`config.mk`:
```
export PLATFORM = sky130hd
export DESIGN_NAME = tx_guard
export DESIGN_NICKNAME = d
export VERILOG_FILES = /design/src/rtl/tx_guard_pkg.sv /design/src/rtl/tx_guard_run_cnt.sv /design/src/rtl/tx_guard_low_timer.sv /design/src/rtl/tx_guard.sv
export SDC_FILE = /design/constraint.sdc
export NUM_CORES = 1
export LEC_CHECK = 0
export BUFFER_PORTS_ARGS = -buffer_cell sky130_fd_sc_hd__buf_2
export CAP_MARGIN = 10
export CORE_UTILIZATION = 57
export DETAILED_ROUTE_END_ITERATION = 7
export PLACE_DENSITY = 0.74
export SYNTH_ARGS = -nofsm -noshare
export SYNTH_HDL_FRONTEND = slang
export SYNTH_SLANG_ARGS = --single-unit
```
`constraint.sdc`:
```
create_clock -name clk -period 3.15 [get_ports clk]
set_clock_uncertainty 0.2 [all_clocks]
set_input_delay 0.1575 -clock clk [delete_from_list [all_inputs] [get_ports clk]]
set_output_delay 0.1575 -clock clk [all_outputs]
set_load 0.1 [all_outputs]
```
`src/rtl/tx_guard_pkg.sv`:
```
package tx_guard_pkg;
  typedef enum logic {
    PATH_OFF = 1'b0,
    PATH_ON  = 1'b1
  } path_state_t;
endpackage

```
`src/rtl/tx_guard_run_cnt.sv`:
```
// Counts consecutive cycles with cond=1. hit marks the LIMIT-th one.
module tx_guard_run_cnt #(
  parameter int LIMIT = 4
) (
  input  logic clk,
  input  logic rst_n,
  input  logic clr,
  input  logic cond,
  output logic hit
);
  localparam int W = $clog2(LIMIT + 1);
  localparam logic [W-1:0] LIM    = W'(LIMIT);
  localparam logic [W-1:0] LIM_M1 = W'(LIMIT - 1);

  logic [W-1:0] cnt_q;

  always_ff @(posedge clk or negedge rst_n) begin
    if (!rst_n)         cnt_q <= '0;
    else if (clr)       cnt_q <= '0;
    else if (!cond)     cnt_q <= '0;
    else if (cnt_q != LIM) cnt_q <= cnt_q + 1'b1;
  end

  assign hit = !clr && cond && (cnt_q >= LIM_M1);

  a_r2_run_bound: assert property (@(posedge clk) disable iff (!rst_n)
    cnt_q <= LIM);
  a_r9_run_cleared: assert property (@(posedge clk) disable iff (!rst_n)
    clr |=> (cnt_q == '0));
endmodule

```
`src/rtl/tx_guard_low_timer.sv`:
```
// Accumulates low transmit samples; cleared by a qualified recovery run.
module tx_guard_low_timer #(
  parameter int LOW_CYC = 16
) (
  input  logic clk,
  input  logic rst_n,
  input  logic clr,
  input  logic tx_low,
  input  logic rec_done,
  output logic expired
);
  localparam int W = $clog2(LOW_CYC + 1);
  localparam logic [W-1:0] LIM    = W'(LOW_CYC);
  localparam logic [W-1:0] LIM_M1 = W'(LOW_CYC - 1);

  logic [W-1:0] acc_q;

  always_ff @(posedge clk or negedge rst_n) begin
    if (!rst_n)                 acc_q <= '0;
    else if (clr || rec_done)   acc_q <= '0;
    else if (tx_low && acc_q != LIM) acc_q <= acc_q + 1'b1;
  end

  assign expired = !clr && tx_low && (acc_q >= LIM_M1);

  a_r4_acc_bound: assert property (@(posedge clk) disable iff (!rst_n)
    acc_q <= LIM);
  a_r6_hold_on_high: assert property (@(posedge clk) disable iff (!rst_n)
    (!tx_low && !rec_done && !clr) |=> $stable(acc_q));
  a_r5_rec_only_high: assert property (@(posedge clk) disable iff (!rst_n)
    rec_done |-> !tx_low);
endmodule

```
`src/rtl/tx_guard.sv`:
```
module tx_guard
  import tx_guard_pkg::*;
#(
  parameter int CMP_CYC = 16,
  parameter int ENA_CYC = 8,
  parameter int LOW_CYC = 1000,
  parameter int REC_CYC = 4
) (
  input  logic clk,
  input  logic rst_n,
  input  logic tx_data,
  input  logic bus_lvl,
  input  logic ovr_val,
  input  logic ovr_vld,
  output logic drv_en,
  output logic tx_blocked
);
  path_state_t path_q;
  logic cmp_hit, ena_hit, rec_hit, low_exp;

  tx_guard_run_cnt #(.LIMIT(CMP_CYC + 1)) u_cmp (
    .clk(clk), .rst_n(rst_n), .clr(ovr_vld),
    .cond(tx_data != bus_lvl), .hit(cmp_hit));

  tx_guard_run_cnt #(.LIMIT(ENA_CYC)) u_ena (
    .clk(clk), .rst_n(rst_n), .clr(ovr_vld),
    .cond(tx_data && bus_lvl), .hit(ena_hit));

  tx_guard_run_cnt #(.LIMIT(REC_CYC)) u_rec (
    .clk(clk), .rst_n(rst_n), .clr(ovr_vld),
    .cond(tx_data), .hit(rec_hit));

  tx_guard_low_timer #(.LOW_CYC(LOW_CYC)) u_low (
    .clk(clk), .rst_n(rst_n), .clr(ovr_vld),
    .tx_low(!tx_data), .rec_done(rec_hit), .expired(low_exp));

  always_ff @(posedge clk or negedge rst_n) begin
    if (!rst_n)                                 path_q <= PATH_OFF;
    else if (ovr_vld)                           path_q <= ovr_val ? PATH_OFF : PATH_ON;
    else if (path_q == PATH_ON && (cmp_hit || low_exp)) path_q <= PATH_OFF;
    else if (path_q == PATH_OFF && ena_hit)     path_q <= PATH_ON;
  end

  assign drv_en     = (path_q == PATH_ON);
  assign tx_blocked = (path_q == PATH_OFF);

  a_r8_force_on: assert property (@(posedge clk) disable iff (!rst_n)
    (ovr_vld && !ovr_val) |=> drv_en);
  a_r8_force_off: assert property (@(posedge clk) disable iff (!rst_n)
    (ovr_vld && ovr_val) |=> tx_blocked);
  a_r3_cmp_trip: assert property (@(posedge clk) disable iff (!rst_n)
    (!ovr_vld && drv_en && cmp_hit) |=> !drv_en);
  a_r2_need_high: assert property (@(posedge clk) disable iff (!rst_n)
    (!ovr_vld && !drv_en && !(tx_data && bus_lvl)) |=> !drv_en);
  a_r7_status: assert property (@(posedge clk) disable iff (!rst_n)
    $countones({drv_en, tx_blocked}) == 1);
endmodule

```
* Word-level counts from Yosys, hierarchy flattened
Cells that the tools add are included.
** Word-level totals
- Bits in registers :: 23
- Input port bits :: 6
- Output and inout bits :: 2
- Logic and storage cells :: 55
** Cells by class
- $add $sub $neg :: 4
- Order comparisons :: 4
- Equality and inequality tests :: 8
- Mux-type cells :: 15
- Bitwise operators :: 1
- Reduce and logical (&&, ||, !) cells :: 18
** Operators with widths (number)
- 10-bit two-way mux :: 2
- 5-bit two-way mux :: 3
- 1-bit logical AND :: 12
- 4-bit two-way mux :: 3
- 10-bit by 1-bit adder with 10-bit output (second input constant) :: 1
- 10-bit greater-or-equal comparator (second input constant) :: 1
- 10-bit inequality test (second input constant) :: 1
- 3-bit two-way mux :: 3
- 3-bit inequality test (second input constant) :: 3
- 5-bit by 1-bit adder with 5-bit output (second input constant) :: 1
- 5-bit greater-or-equal comparator (second input constant) :: 1
- 5-bit inequality test (second input constant) :: 1
- 4-bit by 1-bit adder with 4-bit output (second input constant) :: 1
- 4-bit by 3-bit greater-or-equal comparator with 1-bit output (second input constant) :: 1
- 1-bit two-way mux :: 4
- 4-bit inequality test (second input constant) :: 1
- 3-bit by 1-bit adder with 3-bit output (second input constant) :: 1
- 3-bit by 2-bit greater-or-equal comparator with 1-bit output (second input constant) :: 1
- 3-bit by 1-bit inequality test with 1-bit output (second input constant) :: 1
- 3-bit nonzero test :: 1
- 1-bit zero test :: 2
- 1-bit logical OR :: 2
- 2-bit nonzero test :: 1
- 1-bit inequality test :: 1
- 1-bit NOT :: 1

* Depth between registers and ports, before layout
- Depth in word-level cells :: 7
- Mapped depth :: 6
- Gate-level depth less buffers :: 6

* Hierarchy
A second synthesis with hierarchy kept.
** Second synthesis, totals
- Cells, all modules :: 146
- Area, all modules :: 1455.1 um^2
** By module, submodules not included
- tx_guard_low_timer :: instances 1, cells each 70, area each 653.1 um^2, sequential area each 250.2 um^2
- tx_guard_run_cnt at u_cmp :: instances 1, cells each 25, area each 306.5 um^2, sequential area each 125.1 um^2
- tx_guard_run_cnt at u_ena :: instances 1, cells each 23, area each 235.2 um^2, sequential area each 100.1 um^2
- tx_guard_run_cnt at u_rec :: instances 1, cells each 20, area each 188.9 um^2, sequential area each 75.1 um^2
- tx_guard :: instances 1, cells each 8, area each 71.3 um^2, sequential area each 25.0 um^2

* Worst setup path before layout
Ideal clock, no wire load.
- Kind :: register to register
- Start :: register path_q, in the netlist drv_en
- End :: register path_q, in the netlist drv_en
- Library setup time :: 65 ps
- Data arrival time :: 2250 ps
- Required time :: 2885 ps
- Setup slack :: 635 ps
- Stages on the path, launching flop included :: 4
- Cells stage by stage :: dfrtp_1 > inv_1 > a2111oi_1 > a211o_1
** Between the ends
- Longest elaborated chain between the ends :: 3
- Elaborated cells between the ends (all ways) :: 6
- Classes of those cells :: 2 x mux; 1 x bitwise; 3 x reduce/logical
** Ends and longest elaborated chain
- from (decl) :: RTL line tx_guard.sv:18 : path_state_t path_q;
- from (signal assigned) :: RTL line tx_guard.sv:39 : else if (ovr_vld) path_q <= ovr_val ? PATH_OFF : PATH_ON;
- 1-bit NOT
- named net tx_blocked :: RTL line tx_guard.sv:16 : output logic tx_blocked
- 1-bit logical AND :: RTL line tx_guard.sv:41 : else if (path_q == PATH_OFF && ena_hit) path_q <= PATH_ON;
- 3-bit nonzero test (no source line)
The timed path passes the listed nets, and every way through them passes these cells.
A chain may end at the register's enable or synchronous reset.

* Final worst setup path
- Start :: register u_low.acc_q[0]
- End :: register path_q, in the netlist drv_en
** Between the ends
- Longest elaborated chain between the ends :: 6
- Elaborated cells between the ends (all ways) :: 7
- Classes of those cells :: 1 x order compare; 2 x mux; 4 x reduce/logical
** Ends and longest elaborated chain
- from (decl) :: RTL line tx_guard_low_timer.sv:16 : logic [W-1:0] acc_q;
- from (signal assigned) :: RTL line tx_guard_low_timer.sv:21 : else if (tx_low && acc_q != LIM) acc_q <= acc_q + 1'b1;
- 10-bit greater-or-equal comparator (*) :: RTL line tx_guard_low_timer.sv:24 : assign expired = !clr && tx_low && (acc_q >= LIM_M1);
- 1-bit logical AND (*) :: RTL line tx_guard_low_timer.sv:24
- 1-bit logical OR (*) :: RTL line tx_guard.sv:40 : else if (path_q == PATH_ON && (cmp_hit || low_exp)) path_q <= PATH_OFF;
- 1-bit logical AND (*) :: RTL line tx_guard.sv:40
- 1-bit two-way mux :: RTL line tx_guard.sv:40
- 1-bit two-way mux :: RTL line tx_guard.sv:39
Every way passes the cells marked *; elsewhere a longest branch is shown, timed or not.

==> flow_summary.ini <==
[pwr]
p_seq_share_pct = 60.6
power_density_nw_per_um2 = 364
p_sw_share_pct = 27.2
p_leak_nw = 0.636
comb_power_share_pct = 13.4
ir_worst_vdd_v = 0.000335
p_switching_mw = 0.139
clockPowerShare_pct = 26.0
intPower_mw = 0.373

[critical_path]
worstPathRequired_ns = 3.20
arrival_ns = 2.42
reg2reg_from = u_low.acc_q[0]$_DFFE_PN0P_
worst-setup-path-type = flop to flop
slowest_stage = dlygate4sd3_1
max_stage_delay_ns = 0.54
r2r_slack_ns = 0.78
end_kind = flop
critPathLaunch = u_low.acc_q[0]$_DFFE_PN0P_
endpoint = drv_en$_DFFE_PN0P_
reg2reg_depth = 6
crit_fanout = 6
cp_cell_sequence = ha_1, a221oi_1, nor4_1, a2111oi_1, a211o_1, dlygate4sd3_1
r2r_end = drv_en$_DFFE_PN0P_
start_kind = flop

[grt]
track_usage_pct = 20.1
grt_pass1_vias = 910
grt_first_pass_wirelength_um = 3770
grt_max_degree = 24
globalRoute.totalOverflow = 0
antenna_found_initial = 0

[timing]
fin_crit_sh_pct = 75.2
hold_viol_final = 0
setup_viol = 0
fin_tns_setup_ns = 0
tightest_slew_ns = 0.496
max_clock_freq_ghz = 0.422
rsz0062_at_grt = no
relSlewSlack_pct = 66.9
slew_viol_final = 0
finalCriticalPeriod_ns = 2.37

[route]
ant_nets = 0
drc_errors = 0
vias = 935
drt_first_pass_iters = 4
wl_um = 2150
wl_per_cell_um = 12.6
via_per_inst = 5.47
drtIter0Drc = 23

[synthesis]
synth_cells = 130
synth_cell_type_count = 34
yosysSeqAreaShare_pct = 45.2
synth_seq_cells = 23
netlist_area_um2 = 1270
synth_area_per_cell_um2 = 9.80
syn_nets = 146
yosys_warnings = 0

[flow_run]
maxCapViolCount = 0

[layout]
num-nets-final = 161
syn2layout_area_growth_pct = 10.4
ff_latch_area_um2 = 576
n_antenna_cell = 0
multiInputGateArea_um2 = 657
drive_gt1_share_pct = 11.1
n_fill_cell = 168
instances_no_fill = 171

[die]
die_x_um = 49.3
fp-row-count = 16
start_util_pct = 63.0
dieArea_um2 = 2430
die_y_um = 49.3
coreArea_um2 = 2020
num_io_pins = 8

[cts]
cts_buffers = 3
ctsRootBufferMaster = clkbuf_4
htree_levels = 1
hold_buffers = 4
clock_latency_ns = 0.30
cts_tree = built
cts_resized = 0
cts.clk_slew.worst_paths_ns = 0.13
clock_sinks = 23
post-cts-setup-buffers = 0
clock_path_buffers = 2

[place]
dp.cells = 163
numPortBuffers = 7
place_hpwl_um = 1590
finalWeightedCongestion = 0.841

[worst_hold_path]
holdCritPathClass = input port to flop

[status]
status = finished, final reports clean
-- logic make-up (layout without fill, tap and decap cells) --
group | count (synthesis) | count (layout) | share of synthesized area (%)
adders and majority gates | 10 | 10 | 9.82
muxes | 1 | 1 | 0.786
DFF | 23 | 23 | 45.2
AOI/OAI and AO/OA | 16 | 16 | 9.23
buffers and inverters | 11 | 25 | 3.24
and+or+nand+nor | 55 | 55 | 22.1
xor gates and xnor gates | 14 | 14 | 9.63
-- final cells by class --
class                           instances  area share (%)
Multi-Input combinational cell         96            46.7
Sequential cell                        23            40.9
Timing Repair Buffer                   11            5.34
Inverter                               10            2.67
Tap cell                               27            2.40
Clock buffer                            3            1.60
Clock inverter                          1           0.356
-- registers in the layout, indices dropped and copies added, names as in the netlist --
name / flops
u_rec.cnt_q: 3
drv_en: 1
u_low.acc_q: 10
u_ena.cnt_q: 4
u_cmp.cnt_q: 5
-- worst min path at each step --
stage | startpoint | to | slack [ns] | depth (start not counted)
floorplan | rst_n | drv_en$_DFFE_PN0P_ | -0.34 | 0
global placement | rst_n | u_ena.cnt_q[0]$_DFFE_PN0P_ | -0.05 | 1
detailed placement | rst_n | u_ena.cnt_q[1]$_DFFE_PN0P_ | -0.05 | 1
CTS | ovr_vld | u_rec.cnt_q[0]$_DFFE_PN0P_ | 0.07 | 3
global route | ovr_vld | u_rec.cnt_q[0]$_DFFE_PN0P_ | 0.10 | 3
finish | ovr_vld | u_rec.cnt_q[0]$_DFFE_PN0P_ | 0.07 | 3
-- per-layer routing --
layer,vias to the layer above,share of wire [%],global-route usage [%]
met3,2,2.0,3.12
met2,8,49,34.5
li1,472,-,-
met5,-,0,0
met4,0,0.65,4.41
met1,453,49,26.7
-- synthesized netlist by cell type --
cell / number / share of area [%]
a2111oi_1: 1 / 0.79
a211o_1: 1 / 0.69
a211oi_1: 1 / 0.59
a21o_1: 1 / 0.59
a21oi_1: 6 / 2.4
a221oi_1: 1 / 0.69
a22o_1: 1 / 0.69
a32o_1: 1 / 0.79
and3_1: 1 / 0.49
and3b_1: 1 / 0.69
clkbuf_1: 1 / 0.29
dfrtp_1: 23 / 45
ha_1: 10 / 9.8
inv_1: 10 / 2.9
mux2i_1: 1 / 0.79
nand2_1: 9 / 2.7
nand2b_1: 3 / 1.5
nand2b_2: 1 / 0.69
nand3_1: 5 / 2.0
nand3_2: 1 / 0.79
nand4_1: 4 / 2.0
nand4b_1: 1 / 0.69
nand4bb_1: 1 / 0.88
nor2_1: 22 / 6.5
nor3_1: 2 / 0.79
nor4_1: 1 / 0.49
nor4b_1: 1 / 0.69
o21ai_1: 1 / 0.39
o21ai_2: 1 / 0.69
o22ai_2: 1 / 0.98
or2_1: 1 / 0.49
or3_4: 1 / 0.88
xnor2_1: 5 / 3.4
xor2_1: 9 / 6.2
-- metrics by stage --
step	area, um^2	utilization, %	hold slack [ns]	setup WS, ns	total power, mW
finish	1410	69.6	0.0723	0.781	0.512
global route	1410	69.6	0.101	0.706	0.538
CTS	1410	69.6	0.0653	0.808	0.518
detailed placement	1340	66.2	-0.0482	1.37	0.380
global placement	1340	66.2	-0.0491	1.40	0.378
floorplan	1270	-	-0.338	0.635	0.360
-- layout by cell type, fill, tap and decap left out, drive strengths merged, types with 2 or more instances in the layout --
cell type / count
a21oi: 6
buf: 7
clkbuf: 3
dfrtp: 23
dlygate4sd3: 4
ha: 10
inv: 10
nand2: 9
nand2b: 4
nand3: 6
nand4: 4
nor2: 22
nor3: 2
o21ai: 2
xnor2: 5
xor2: 9
-- worst max-delay path: cells and delay by family (launching register included) --
| kind | cells | cell delay (ns) |
|---|---|---|
| AO/OA/AOI/OAI | 3 | 0.76 |
| adder cells (fa/ha/maj) | 1 | 0.28 |
| buffers and inverters | 1 | 0.54 |
| flip-flops | 1 | 0.45 |
| AND/OR/NAND/NOR | 1 | 0.08 |
-- power by group through the flow --
stage	registers [mW]	logic, mW	clock network [mW]
after floorplan	0.323	0.0372	0
after global placement	0.315	0.0631	0
after detailed placement	0.316	0.0647	0
after CTS	0.310	0.0694	0.139
after global routing	0.311	0.0757	0.151
final	0.310	0.0686	0.133
Power figures use the tool's default switching activity.
